$ cat config.mk
export PLATFORM = sky130hd
export DESIGN_NAME = trap_entry_unit
export DESIGN_NICKNAME = d
export VERILOG_FILES = /design/src/rtl/trap_entry_pkg.sv /design/src/rtl/tse_state_pack.sv /design/src/rtl/tse_mode_update.sv /design/src/rtl/tse_window_adjust.sv /design/src/rtl/tse_trap_stack.sv /design/src/rtl/trap_entry_unit.sv
export SDC_FILE = /design/constraint.sdc
export NUM_CORES = 2
export LEC_CHECK = 0
export CELL_PAD_IN_SITES_DETAIL_PLACEMENT = 0
export CELL_PAD_IN_SITES_GLOBAL_PLACEMENT = 1
export CORE_MARGIN = 2
export CORE_UTILIZATION = 30
export CTS_CLUSTER_SIZE = 8
export DETAILED_ROUTE_END_ITERATION = 10
export DONT_BUFFER_PORTS = 1
export GPL_TIMING_DRIVEN = 1
export HOLD_SLACK_MARGIN = 0.05
export PLACE_DENSITY_LB_ADDON = 0.25
export SLEW_MARGIN = 5
export SYNTH_ARGS = -nofsm -noshare
export SYNTH_HDL_FRONTEND = slang
export SYNTH_SLANG_ARGS = --single-unit
$ cat constraint.sdc
create_clock -name clk -period 2.75 [get_ports clk]
set_input_delay 0.55 -clock clk [delete_from_list [all_inputs] [get_ports clk]]
set_output_delay 0.55 -clock clk [all_outputs]
set_load 0.05 [all_outputs]
$ cat src/rtl/trap_entry_pkg.sv
package trap_entry_pkg;
   localparam int TT_W   = 9;
   localparam int CCR_W  = 8;
   localparam int ASI_W  = 8;
   localparam int PS_W   = 13;
   localparam int HS_W   = 12;
   localparam int TSW_W  = 43;

   // packed state word field positions (decoded by the return path)
   localparam int TS_GL_LO  = 40;
   localparam int TS_GL_W   = 3;
   localparam int TS_CCR_LO = 32;
   localparam int TS_ASI_LO = 24;
   localparam int TS_PS_LO  = 8;
   localparam int TS_CWP_LO = 0;
   localparam int TS_CWP_W  = 5;

   // processor-state bit positions
   localparam int PS_IE   = 1;
   localparam int PS_PRIV = 2;
   localparam int PS_AM   = 3;
   localparam int PS_PEF  = 4;
   localparam int PS_TLE  = 8;
   localparam int PS_CLE  = 9;

   // hyper-state bit positions
   localparam int HS_TLZ   = 0;
   localparam int HS_HPRIV = 2;
   localparam int HS_RED   = 5;
   localparam int HS_IBE   = 10;

   typedef enum logic [1:0] {
      ENTRY_PRIV  = 2'd0,
      ENTRY_HYPER = 2'd1,
      ENTRY_RED   = 2'd2
   } entry_kind_t;
endpackage

$ cat src/rtl/tse_state_pack.sv
module tse_state_pack
   import trap_entry_pkg::*;
#(
   parameter int GL_W  = 2,
   parameter int CWP_W = 3,
   parameter int PC_W  = 64
) (
   input  logic [GL_W-1:0]  gl_i,
   input  logic [CCR_W-1:0] ccr_i,
   input  logic [ASI_W-1:0] asi_i,
   input  logic [PS_W-1:0]  pstate_i,
   input  logic [CWP_W-1:0] cwp_i,
   input  logic [PC_W-1:0]  pc_i,
   input  logic [PC_W-1:0]  npc_i,
   output logic [TSW_W-1:0] tstate_o,
   output logic [PC_W-1:0]  tpc_o,
   output logic [PC_W-1:0]  tnpc_o
);
   always_comb begin
      tstate_o = '0;
      tstate_o[TS_GL_LO  +: TS_GL_W]  = TS_GL_W'(gl_i);
      tstate_o[TS_CCR_LO +: CCR_W]    = ccr_i;
      tstate_o[TS_ASI_LO +: ASI_W]    = asi_i;
      tstate_o[TS_PS_LO  +: PS_W]     = pstate_i;
      tstate_o[TS_CWP_LO +: TS_CWP_W] = TS_CWP_W'(cwp_i);
   end

   generate
      if (PC_W > 32) begin : g_mask
         logic [PC_W-1:0] keep;
         assign keep   = pstate_i[PS_AM] ? {{(PC_W-32){1'b0}}, {32{1'b1}}} : '1;
         assign tpc_o  = pc_i  & keep;
         assign tnpc_o = npc_i & keep;
      end else begin : g_nomask
         assign tpc_o  = pc_i;
         assign tnpc_o = npc_i;
      end
   endgenerate
endmodule

$ cat src/rtl/tse_mode_update.sv
module tse_mode_update
   import trap_entry_pkg::*;
#(
   parameter int GL_W   = 2,
   parameter int MAXGL  = 3,
   parameter int MAXPGL = 2
) (
   input  entry_kind_t      kind_i,
   input  logic [GL_W-1:0]  gl_i,
   input  logic [PS_W-1:0]  pstate_i,
   input  logic [HS_W-1:0]  hstate_i,
   output logic [GL_W-1:0]  gl_o,
   output logic [PS_W-1:0]  pstate_o,
   output logic [HS_W-1:0]  hstate_o
);
   localparam logic [GL_W:0] CAP_H = (GL_W+1)'(MAXGL);
   localparam logic [GL_W:0] CAP_P = (GL_W+1)'(MAXPGL);

   logic [GL_W:0] gl_inc;
   logic [GL_W:0] cap;

   always_comb begin
      gl_inc = {1'b0, gl_i} + 1'b1;
      cap    = (kind_i == ENTRY_PRIV) ? CAP_P : CAP_H;
      gl_o   = (gl_inc > cap) ? cap[GL_W-1:0] : gl_inc[GL_W-1:0];
   end

   always_comb begin
      pstate_o = pstate_i;
      hstate_o = hstate_i;
      unique case (kind_i)
         ENTRY_RED: begin
            pstate_o          = '0;
            pstate_o[PS_PRIV] = pstate_i[PS_PRIV];
            pstate_o[PS_PEF]  = 1'b1;
            hstate_o[HS_RED]   = 1'b1;
            hstate_o[HS_HPRIV] = 1'b1;
            hstate_o[HS_IBE]   = 1'b0;
            hstate_o[HS_TLZ]   = 1'b0;
         end
         ENTRY_HYPER: begin
            pstate_o[PS_PEF] = 1'b1;
            pstate_o[PS_AM]  = 1'b0;
            pstate_o[PS_IE]  = 1'b0;
            pstate_o[PS_CLE] = 1'b0;
            hstate_o[HS_RED]   = 1'b0;
            hstate_o[HS_HPRIV] = 1'b1;
            hstate_o[HS_IBE]   = 1'b0;
         end
         default: begin
            pstate_o[PS_PEF]  = 1'b1;
            pstate_o[PS_AM]   = 1'b0;
            pstate_o[PS_IE]   = 1'b0;
            pstate_o[PS_PRIV] = 1'b1;
            pstate_o[PS_CLE]  = pstate_i[PS_TLE];
         end
      endcase
   end
endmodule

$ cat src/rtl/tse_window_adjust.sv
module tse_window_adjust
   import trap_entry_pkg::*;
#(
   parameter int NWIN  = 8,
   parameter int CWP_W = 3
) (
   input  logic [TT_W-1:0]  ttype_i,
   input  logic [CWP_W-1:0] cwp_i,
   input  logic [CWP_W-1:0] cansave_i,
   output logic [CWP_W-1:0] cwp_o
);
   localparam int SUM_W = CWP_W + 2;
   localparam logic [SUM_W-1:0] NW   = SUM_W'(NWIN);
   localparam logic [CWP_W-1:0] TOPW = CWP_W'(NWIN - 1);

   logic is_clean, is_spill, is_fill;
   logic [CWP_W-1:0] w_inc, w_dec, w_spill;
   logic [SUM_W-1:0] s0;

   assign is_clean = (ttype_i == 9'h024);
   assign is_spill = (ttype_i >= 9'h080) && (ttype_i <= 9'h0BF);
   assign is_fill  = (ttype_i >= 9'h0C0) && (ttype_i <= 9'h0FF);

   assign w_inc = (cwp_i == TOPW) ? '0 : cwp_i + 1'b1;
   assign w_dec = (cwp_i == '0) ? TOPW : cwp_i - 1'b1;
   assign s0    = SUM_W'(cwp_i) + SUM_W'(cansave_i) + SUM_W'(2);

   generate
      if ((NWIN & (NWIN - 1)) == 0) begin : g_pow2
         assign w_spill = s0[CWP_W-1:0];
      end else begin : g_general
         logic [SUM_W-1:0] s1, s2;
         assign s1      = (s0 >= NW) ? s0 - NW : s0;
         assign s2      = (s1 >= NW) ? s1 - NW : s1;
         assign w_spill = s2[CWP_W-1:0];
      end
   endgenerate

   always_comb begin
      if (is_clean)      cwp_o = w_inc;
      else if (is_spill) cwp_o = w_spill;
      else if (is_fill)  cwp_o = w_dec;
      else               cwp_o = cwp_i;
   end
endmodule

$ cat src/rtl/tse_trap_stack.sv
module tse_trap_stack
   import trap_entry_pkg::*;
#(
   parameter int DEPTH = 6,
   parameter int LVL_W = 3,
   parameter int PC_W  = 64
) (
   input  logic              clk,
   input  logic              rst_n,
   input  logic              we_i,
   input  logic [LVL_W-1:0]  wlvl_i,
   input  logic [TSW_W-1:0]  tstate_i,
   input  logic [PC_W-1:0]   tpc_i,
   input  logic [PC_W-1:0]   tnpc_i,
   input  logic [HS_W-1:0]   htstate_i,
   input  logic [TT_W-1:0]   tt_i,
   input  logic [LVL_W-1:0]  rlvl_i,
   output logic [TSW_W-1:0]  tstate_o,
   output logic [PC_W-1:0]   tpc_o,
   output logic [PC_W-1:0]   tnpc_o,
   output logic [HS_W-1:0]   htstate_o,
   output logic [TT_W-1:0]   tt_o
);
   logic [TSW_W-1:0] ts_w [0:DEPTH];
   logic [PC_W-1:0]  pc_w [0:DEPTH];
   logic [PC_W-1:0]  np_w [0:DEPTH];
   logic [HS_W-1:0]  hs_w [0:DEPTH];
   logic [TT_W-1:0]  tt_w [0:DEPTH];

   assign ts_w[0] = '0;
   assign pc_w[0] = '0;
   assign np_w[0] = '0;
   assign hs_w[0] = '0;
   assign tt_w[0] = '0;

   generate
      for (genvar l = 1; l <= DEPTH; l++) begin : g_lvl
         logic [TSW_W-1:0] ts_q;
         logic [PC_W-1:0]  pc_q, np_q;
         logic [HS_W-1:0]  hs_q;
         logic [TT_W-1:0]  tt_q;
         always_ff @(posedge clk or negedge rst_n) begin
            if (!rst_n) begin
               ts_q <= '0;
               pc_q <= '0;
               np_q <= '0;
               hs_q <= '0;
               tt_q <= '0;
            end else if (we_i && (wlvl_i == LVL_W'(l))) begin
               ts_q <= tstate_i;
               pc_q <= tpc_i;
               np_q <= tnpc_i;
               hs_q <= htstate_i;
               tt_q <= tt_i;
            end
         end
         assign ts_w[l] = ts_q;
         assign pc_w[l] = pc_q;
         assign np_w[l] = np_q;
         assign hs_w[l] = hs_q;
         assign tt_w[l] = tt_q;
      end
   endgenerate

   logic rd_ok;
   assign rd_ok = (32'(rlvl_i) <= DEPTH);

   always_comb begin
      tstate_o  = '0;
      tpc_o     = '0;
      tnpc_o    = '0;
      htstate_o = '0;
      tt_o      = '0;
      for (int l = 0; l <= DEPTH; l++) begin
         if (rd_ok && (rlvl_i == LVL_W'(l))) begin
            tstate_o  = ts_w[l];
            tpc_o     = pc_w[l];
            tnpc_o    = np_w[l];
            htstate_o = hs_w[l];
            tt_o      = tt_w[l];
         end
      end
   end
endmodule

$ cat src/rtl/trap_entry_unit.sv
module trap_entry_unit
   import trap_entry_pkg::*;
#(
   parameter int NWIN   = 8,
   parameter int MAXTL  = 6,
   parameter int MAXGL  = 3,
   parameter int MAXPGL = 2,
   parameter int PC_W   = 64,
   localparam int TL_W  = $clog2(MAXTL + 1),
   localparam int GL_W  = $clog2(MAXGL + 1),
   localparam int CWP_W = $clog2(NWIN)
) (
   input  logic               clk,
   input  logic               rst_n,
   input  logic               take_i,
   input  logic [TT_W-1:0]    ttype_i,
   input  logic               to_hyper_i,
   input  logic               red_i,
   input  logic [TL_W-1:0]    tl_i,
   input  logic [GL_W-1:0]    gl_i,
   input  logic [CCR_W-1:0]   ccr_i,
   input  logic [ASI_W-1:0]   asi_i,
   input  logic [PS_W-1:0]    pstate_i,
   input  logic [HS_W-1:0]    hstate_i,
   input  logic [CWP_W-1:0]   cwp_i,
   input  logic [CWP_W-1:0]   cansave_i,
   input  logic [PC_W-1:0]    pc_i,
   input  logic [PC_W-1:0]    npc_i,
   output logic               done_o,
   output logic [TL_W-1:0]    tl_o,
   output logic [GL_W-1:0]    gl_o,
   output logic [PS_W-1:0]    pstate_o,
   output logic [HS_W-1:0]    hstate_o,
   output logic [CWP_W-1:0]   cwp_o,
   input  logic [TL_W-1:0]    rd_lvl_i,
   output logic [TSW_W-1:0]   rd_tstate_o,
   output logic [PC_W-1:0]    rd_tpc_o,
   output logic [PC_W-1:0]    rd_tnpc_o,
   output logic [HS_W-1:0]    rd_htstate_o,
   output logic [TT_W-1:0]    rd_tt_o
);
   // elaboration-time parameter checks
   generate
      if (NWIN < 2 || NWIN > 32) begin : g_bad_nwin
         $error("NWIN must lie in 2..32 to fit the 5-bit window field");
      end
      if (MAXGL < 1 || MAXGL > 7) begin : g_bad_gl
         $error("MAXGL must lie in 1..7 to fit the 3-bit global field");
      end
      if (MAXPGL < 1 || MAXPGL > MAXGL) begin : g_bad_pgl
         $error("MAXPGL must lie in 1..MAXGL");
      end
      if (MAXTL < 1) begin : g_bad_tl
         $error("MAXTL must be at least 1");
      end
      if (PC_W < 32) begin : g_bad_pc
         $error("PC_W must be at least 32");
      end
   endgenerate

   entry_kind_t      kind;
   logic [TL_W-1:0]  new_lvl;
   logic             lvl_ok;
   logic [TSW_W-1:0] ts_n;
   logic [PC_W-1:0]  tpc_n, tnpc_n;
   logic [GL_W-1:0]  gl_n;
   logic [PS_W-1:0]  ps_n;
   logic [HS_W-1:0]  hs_n;
   logic [CWP_W-1:0] cwp_n;

   assign kind    = red_i ? ENTRY_RED : (to_hyper_i ? ENTRY_HYPER : ENTRY_PRIV);
   assign lvl_ok  = (32'(tl_i) < MAXTL);
   assign new_lvl = tl_i + 1'b1;

   tse_state_pack #(.GL_W(GL_W), .CWP_W(CWP_W), .PC_W(PC_W)) u_pack (
      .gl_i(gl_i), .ccr_i(ccr_i), .asi_i(asi_i), .pstate_i(pstate_i),
      .cwp_i(cwp_i), .pc_i(pc_i), .npc_i(npc_i),
      .tstate_o(ts_n), .tpc_o(tpc_n), .tnpc_o(tnpc_n)
   );

   tse_mode_update #(.GL_W(GL_W), .MAXGL(MAXGL), .MAXPGL(MAXPGL)) u_mode (
      .kind_i(kind), .gl_i(gl_i), .pstate_i(pstate_i), .hstate_i(hstate_i),
      .gl_o(gl_n), .pstate_o(ps_n), .hstate_o(hs_n)
   );

   tse_window_adjust #(.NWIN(NWIN), .CWP_W(CWP_W)) u_win (
      .ttype_i(ttype_i), .cwp_i(cwp_i), .cansave_i(cansave_i), .cwp_o(cwp_n)
   );

   tse_trap_stack #(.DEPTH(MAXTL), .LVL_W(TL_W), .PC_W(PC_W)) u_stack (
      .clk(clk), .rst_n(rst_n),
      .we_i(take_i && lvl_ok), .wlvl_i(new_lvl),
      .tstate_i(ts_n), .tpc_i(tpc_n), .tnpc_i(tnpc_n),
      .htstate_i(hstate_i), .tt_i(ttype_i),
      .rlvl_i(rd_lvl_i),
      .tstate_o(rd_tstate_o), .tpc_o(rd_tpc_o), .tnpc_o(rd_tnpc_o),
      .htstate_o(rd_htstate_o), .tt_o(rd_tt_o)
   );

   always_ff @(posedge clk or negedge rst_n) begin
      if (!rst_n) begin
         done_o   <= 1'b0;
         tl_o     <= '0;
         gl_o     <= '0;
         pstate_o <= '0;
         hstate_o <= '0;
         cwp_o    <= '0;
      end else begin
         done_o <= take_i;
         if (take_i) begin
            tl_o     <= lvl_ok ? new_lvl : tl_i;
            gl_o     <= gl_n;
            pstate_o <= ps_n;
            hstate_o <= hs_n;
            cwp_o    <= cwp_n;
         end
      end
   end
endmodule

# Word-level counts from Yosys, hierarchy flattened
# Cells that the tools add are included.
# word_totals
regBits	1130
input_bits	197
output_inout_bits	226
elab_cells	135
# classes
addsub	6
order_cmp	7
eq_ne	16
mux	50
n_bitwise	2
reduce_logical	18
# ops
op	count
$mux W64	13
$mux W42	6
$and A64 B64 Y64	2
$mux W12	6
$mux W9	6
$eq A3 B3 Y1 const B	7
$mux W3	7
$ge A9 B8 Y1 const B	2
$le A9 B8 Y1 const B	2
$logic_and A1 B1 Y1	15
$eq A3 B2 Y1 const B	4
$eq A9 B6 Y1 const B	1
$mux W1	8
$add A3 B1 Y3 const B	2
$eq A3 B1 Y1 const B	2
$mux W2	2
$mux W4	1
$add A2 B1 Y3 const B	1
$add A3 B2 Y3 const B	1
$add A3 B3 Y3	1
$gt A3 B3 Y1	1
$le A3 B3 Y1 const B	1
$logic_not A3 Y1	1
$lt A3 B3 Y1 const B	1
6 further kinds	6

# Logic depth before layout (Yosys ltp)
# logic_depth
depth_word	8
depth_mapped	8
depth_no_buf	8

# Hierarchy
# From an unflattened synthesis, not the netlist that was laid out.
# unflattened
cells_unflattened	4310
hier_area_um2	56188.9
# modules_own_cells
mod	instances	cells_per_inst	area_each_um2	seq_area_each_um2
tse_trap_stack	1	3975	52843.2	28827.6
tse_state_pack	1	179	1443.9	0.0
trap_entry_unit	1	85	1382.6	850.8
tse_window_adjust	1	38	275.3	0.0
tse_mode_update	1	33	244.0	0.0

# Worst setup path before layout
# OpenSTA, ideal clock, no wires.
# synth_path
kind	input-to-output
start	input rd_lvl_i[0]
end	output rd_htstate_o[10]
arrival_ns	2.387
required_time_ns	2.200
slack_ns	-0.187
cell_stages	6
path_cell_list	clkbuf_1 nor2b_1 clkbuf_1 clkbuf_1 a221oi_1 a21oi_1
# synth_between
elab_chain_len	8
word_cells_on_any_way	19
cone_classes	order compare (1); eq/ne (6); mux (6); reduce/logical (6)
# synth_rtl
element	line	text
from (decl)	trap_entry_unit.sv:35	input logic [TL_W-1:0] rd_lvl_i,
$le A3 B3 Y1 or $eq A3 B1 Y1 (tied branches)	tse_trap_stack.sv:66, tse_trap_stack.sv:75	
$logic_and A1 B1 Y1	tse_trap_stack.sv:75	if (rd_ok && (rlvl_i == LVL_W'(l))) begin
$mux W12 (5 in series)	tse_trap_stack.sv:75	
$mux W12 (*)	tse_trap_stack.sv:75	
to (decl)	trap_entry_unit.sv:39	output logic [HS_W-1:0] rd_htstate_o,
# Mark *: on every way between the ends. The rest lies on a longest branch, timed or not.

# Worst setup path in the final report
# layout_path
start	input rd_lvl_i[0]
end	output rd_tstate_o[36]
# layout_between
elab_chain_len	8
word_cells_on_any_way	19
cone_classes	order compare (1); eq/ne (6); mux (6); reduce/logical (6)
# layout_rtl
element	line	text
$le A3 B3 Y1 or $eq A3 B1 Y1 (tied branches)	tse_trap_stack.sv:66, tse_trap_stack.sv:75	
$logic_and A1 B1 Y1	tse_trap_stack.sv:75	
$mux W42 (5 in series)	tse_trap_stack.sv:75	
$mux W42 (*)	tse_trap_stack.sv:75	
to (decl)	trap_entry_unit.sv:36	output logic [TSW_W-1:0] rd_tstate_o,
# Marks and branches as above.

==> impl_results.md <==
- Final Non-Filler Cells: 6,838
- Highest-delay cell along the critical path: nor2b_4
- Area Overhead vs Synth: 28.10%
- FF+latch count, synth: 1,130
- CORE AREA: ~0.17 mm^2
- DRC viols: 0
- Io pins: 423
- # H-tree levels: 4
- Crit-path most repeated cell: buf_12
- Failing checks: hold timing, slew limit, setup timing
- Yosys top cell area share: a little under three fifths
- Final wirelength: about 150,000 um
- Total grt overflow: 0
- Vias per inst: about 5.0
- Largest net degree at the start of global routing: roughly 370
- Slew HR: -43.52%
- Post-synth cell types: 41
- Synth area leader: dfrtp_1
- Top Family by Delay on Critical Path: buffers and inverters
- Most frequent cells in the layout: dfrtp_1, mux2_2, o21ai_0
- Area of the multi-input gates: roughly 0.022 mm^2
- Number of sinks on the clock net: 1,130
- Adder-cell share of the synthesized area: less than 1%
- Main combinational cell family by area after synthesis: multiplexers
- Hold Worst Slack: -526.2 ps
- Asr flop ratio synth: 100.0%
- Initial antenna violation count: 11
- Clock latency on the worst-skew pair: around 790 ps
- Row cnt: 150
- PortBufs: 0
- CP max FO: 368
- Hold_buf cts: between 150 and 200
- RSZ-0062 raised after global routing: yes
- Fill count: around 16,000
- Placer congestion estimate: 0.7208
- Ys flop type: dfrtp_1
- CTS max path bufs: 3
- Seq/Total Area, Yosys: a little under three fifths
- First-pass GRT wire length: between 200,000 and 250,000 um
- Post-Syn Instances: between 4,000 and 5,000
- DR vias: between 30,000 and 40,000
- Total track usage: between 10% and 20%
- Finished Core Util: around 39%
- Syn Area/Cell: approximately 12 um^2
- FF-to-FF End: tl_o[1]$_DFFE_PN0P_
- Arrival time worst endpoint: about 3200 ps
- Post-Synth Simple-Gate Area: about 5.6%
- Register area: about 0.028 mm^2
- Cell Chain, Critical Path: nor2b_4 -> buf_6 -> buf_12 -> clkbuf_16 -> buf_8 -> a221oi_1 -> a21oi_2 -> buf_12
- Final Critical Period: 3756 ps
- CTS tree: done
- Placed cell area: 0.05815 mm^2
- Cell area after synthesis: roughly 0.051 mm^2
- Ranking of synthesized cells by area: dfrtp_1, mux2_2, o21ai_0
- 1st-iter DRT viols: 1,576
- Min-Delay Path Class: input port to asynchronous set/reset pin
- Startpoint types: input port
- First-pass DRT Iterations: 7
- Setup crit end kind: output port
- Post-synth EDFFs: 0
- Fmax: about 270 MHz
- Worst R2R Setup Slack: ~1200 ps
- Share of post-route cells with drive strength above 1: a little over a third
- Clk Tree Root Cell: clkbuf_16
- MaxCap Viol Count: 0
- Initial core utilization: 30.25%
- WP data required: between 2000 and 2500 ps
- PD cells: between 700 and 800 mW/mm^2
- Worst Reg2Reg Path Length in Cells: 3
- Width of the die: approximately 410 um
- YS warnings: 0
- Layout Skew: 0 ps
- Fin nets: slightly below 5,000
- Slew Viols, Final: roughly 270
- Most common cell after layout, fill and taps aside: dfrtp_1
- Worst-path clk slew: 50 ps
- Final hold violation count: 250
- Slew @ Worst Pin: 2153 ps
- Num CTS Buffers: 160
- Bufs and invs on worst path: 5
- Mux contribution to synthesized area: 23.52%
- Peak supply drop: around 600 uV
- Final worst setup slack: -1006 ps
- Synth Area in Compound Gates: 11.24%
- Dpl hpwl: about 85,000 um
- Leakage: approximately 28 nW
- Crit Path Class: input port to output port
- Tcrit/Tclk final: 136.6%
- Placed Cells incl. Taps: 6,447
- Slowest Stage Delay on Critical Path: around 520 ps
- Design Area, Final: between 0.06 and 0.07 mm^2
- Antenna Violating Nets Remaining: 0
- Status: finished, violations left
- Vias in the first global route: about 36,000
- DR WL/cell: around 22 um
- Die Y: between 400 and 500 um
- Reg2reg start: tl_o[1]$_DFFE_PN0P_
- Die area: ~0.17 mm^2
- Final setup fails: about 180
- Post-Synth XOR/XNOR Area: less than 1%
==> routing by layer <==
metal	global-route usage [%]	share of wire (%)
met4	6.013	2.7
met1	22.12	45
met3	3.242	3.7
met5	0	0.022
met2	28.63	49
==> final cells by class <==
type,count,area share [%]
timing repair buffer,516,12.00
clock inverter,13,0.3877
clock buffer,172,6.371
inverter,21,0.1215
antenna,5,0.01929
multi-input combinational,2777,33.25
sequential,1130,43.59
tap,2204,4.251
==> worst register-to-register path, stage by stage (launching register included) <==
cell	delay, ps
dfrtp_1	750
nor2_1	80
a21oi_1	130
dlygate4sd3_1	560
==> logic make-up after synthesis <==
family,after synthesis
AO/OA/AOI/OAI,985
XOR/XNOR,2
adder cells (fa/ha/maj),12
buffers and inverters,373
flip-flops,1130
multiplexers,1078
other,1
AND/OR/NAND/NOR,689
==> power by group <==
group	internal [mW]	switching, mW
sequential	20.3	1.90
combinational	5.65	5.16
clock	10.6	7.32
total	36.5	14.4
==> registers in the layout, indices dropped and copies added, names as in the netlist <==
name	count
cwp_o	3
done_o	1
gl_o	2
hstate_o	12
pstate_o	11
tl_o	3
u_stack.g_lvl.hs_q	72
u_stack.g_lvl.np_q	384
u_stack.g_lvl.pc_q	384
u_stack.g_lvl.ts_q	204
u_stack.g_lvl.tt_q	54
==> cells in the mapped netlist (2+ instances only) <==
master     count
a21oi_1      375
a221oi_1     183
a311oi_1       2
a31oi_1        2
buf_1         17
buf_2        116
buf_4         36
buf_6          5
clkbuf_1     178
dfrtp_1     1130
ha_1          12
inv_1         21
mux2_1         2
mux2_2       893
mux2i_1      183
nand2_1      399
nand2b_1      68
nand3_1        2
nand3b_1       9
nor2_1       195
nor2b_1        3
nor3_1         2
o2111ai_2      3
o211ai_1       2
o211ai_2       3
o21ai_0      413
or3_1          2
==> what timing repair did <==
item | 4_1_cts | 5_1_grt
setup endpoints to repair | 127 | 284
setup buffers | 2 | 1
pin swaps | 0 | 1
gates resized for setup | 11 | 14
endpoints found under the hold margin | 1341 | 250
gates cloned | 2 | 4
==> worst max path at each step <==
stage                      from                                     to  cells past startpoint
finish              rd_lvl_i[0]                        rd_tstate_o[36]                      8
global route        rd_lvl_i[1]                        rd_tstate_o[28]                      7
CTS                 rd_lvl_i[0]                           rd_tpc_o[15]                      7
detailed placement        rst_n  u_stack.g_lvl[3].np_q[54]$_DFFE_PN0P_                      5
global placement          rst_n  u_stack.g_lvl[3].np_q[54]$_DFFE_PN0P_                      3
floorplan           rd_lvl_i[0]                        rd_htstate_o[0]                      6
==> stage by stage <==
stage	worst slack, ps	total power [mW]	TNS [ps]
final	-1006	50.92	-155990
after global routing	-430.8	53.60	-59080
after CTS	-13.65	51.68	-91.51
after detailed placement	-1166	32.89	-326690
after global placement	-1126	32.55	-441560
after floorplan	112.0	29.39	0
Power figures use the tool's default switching activity.
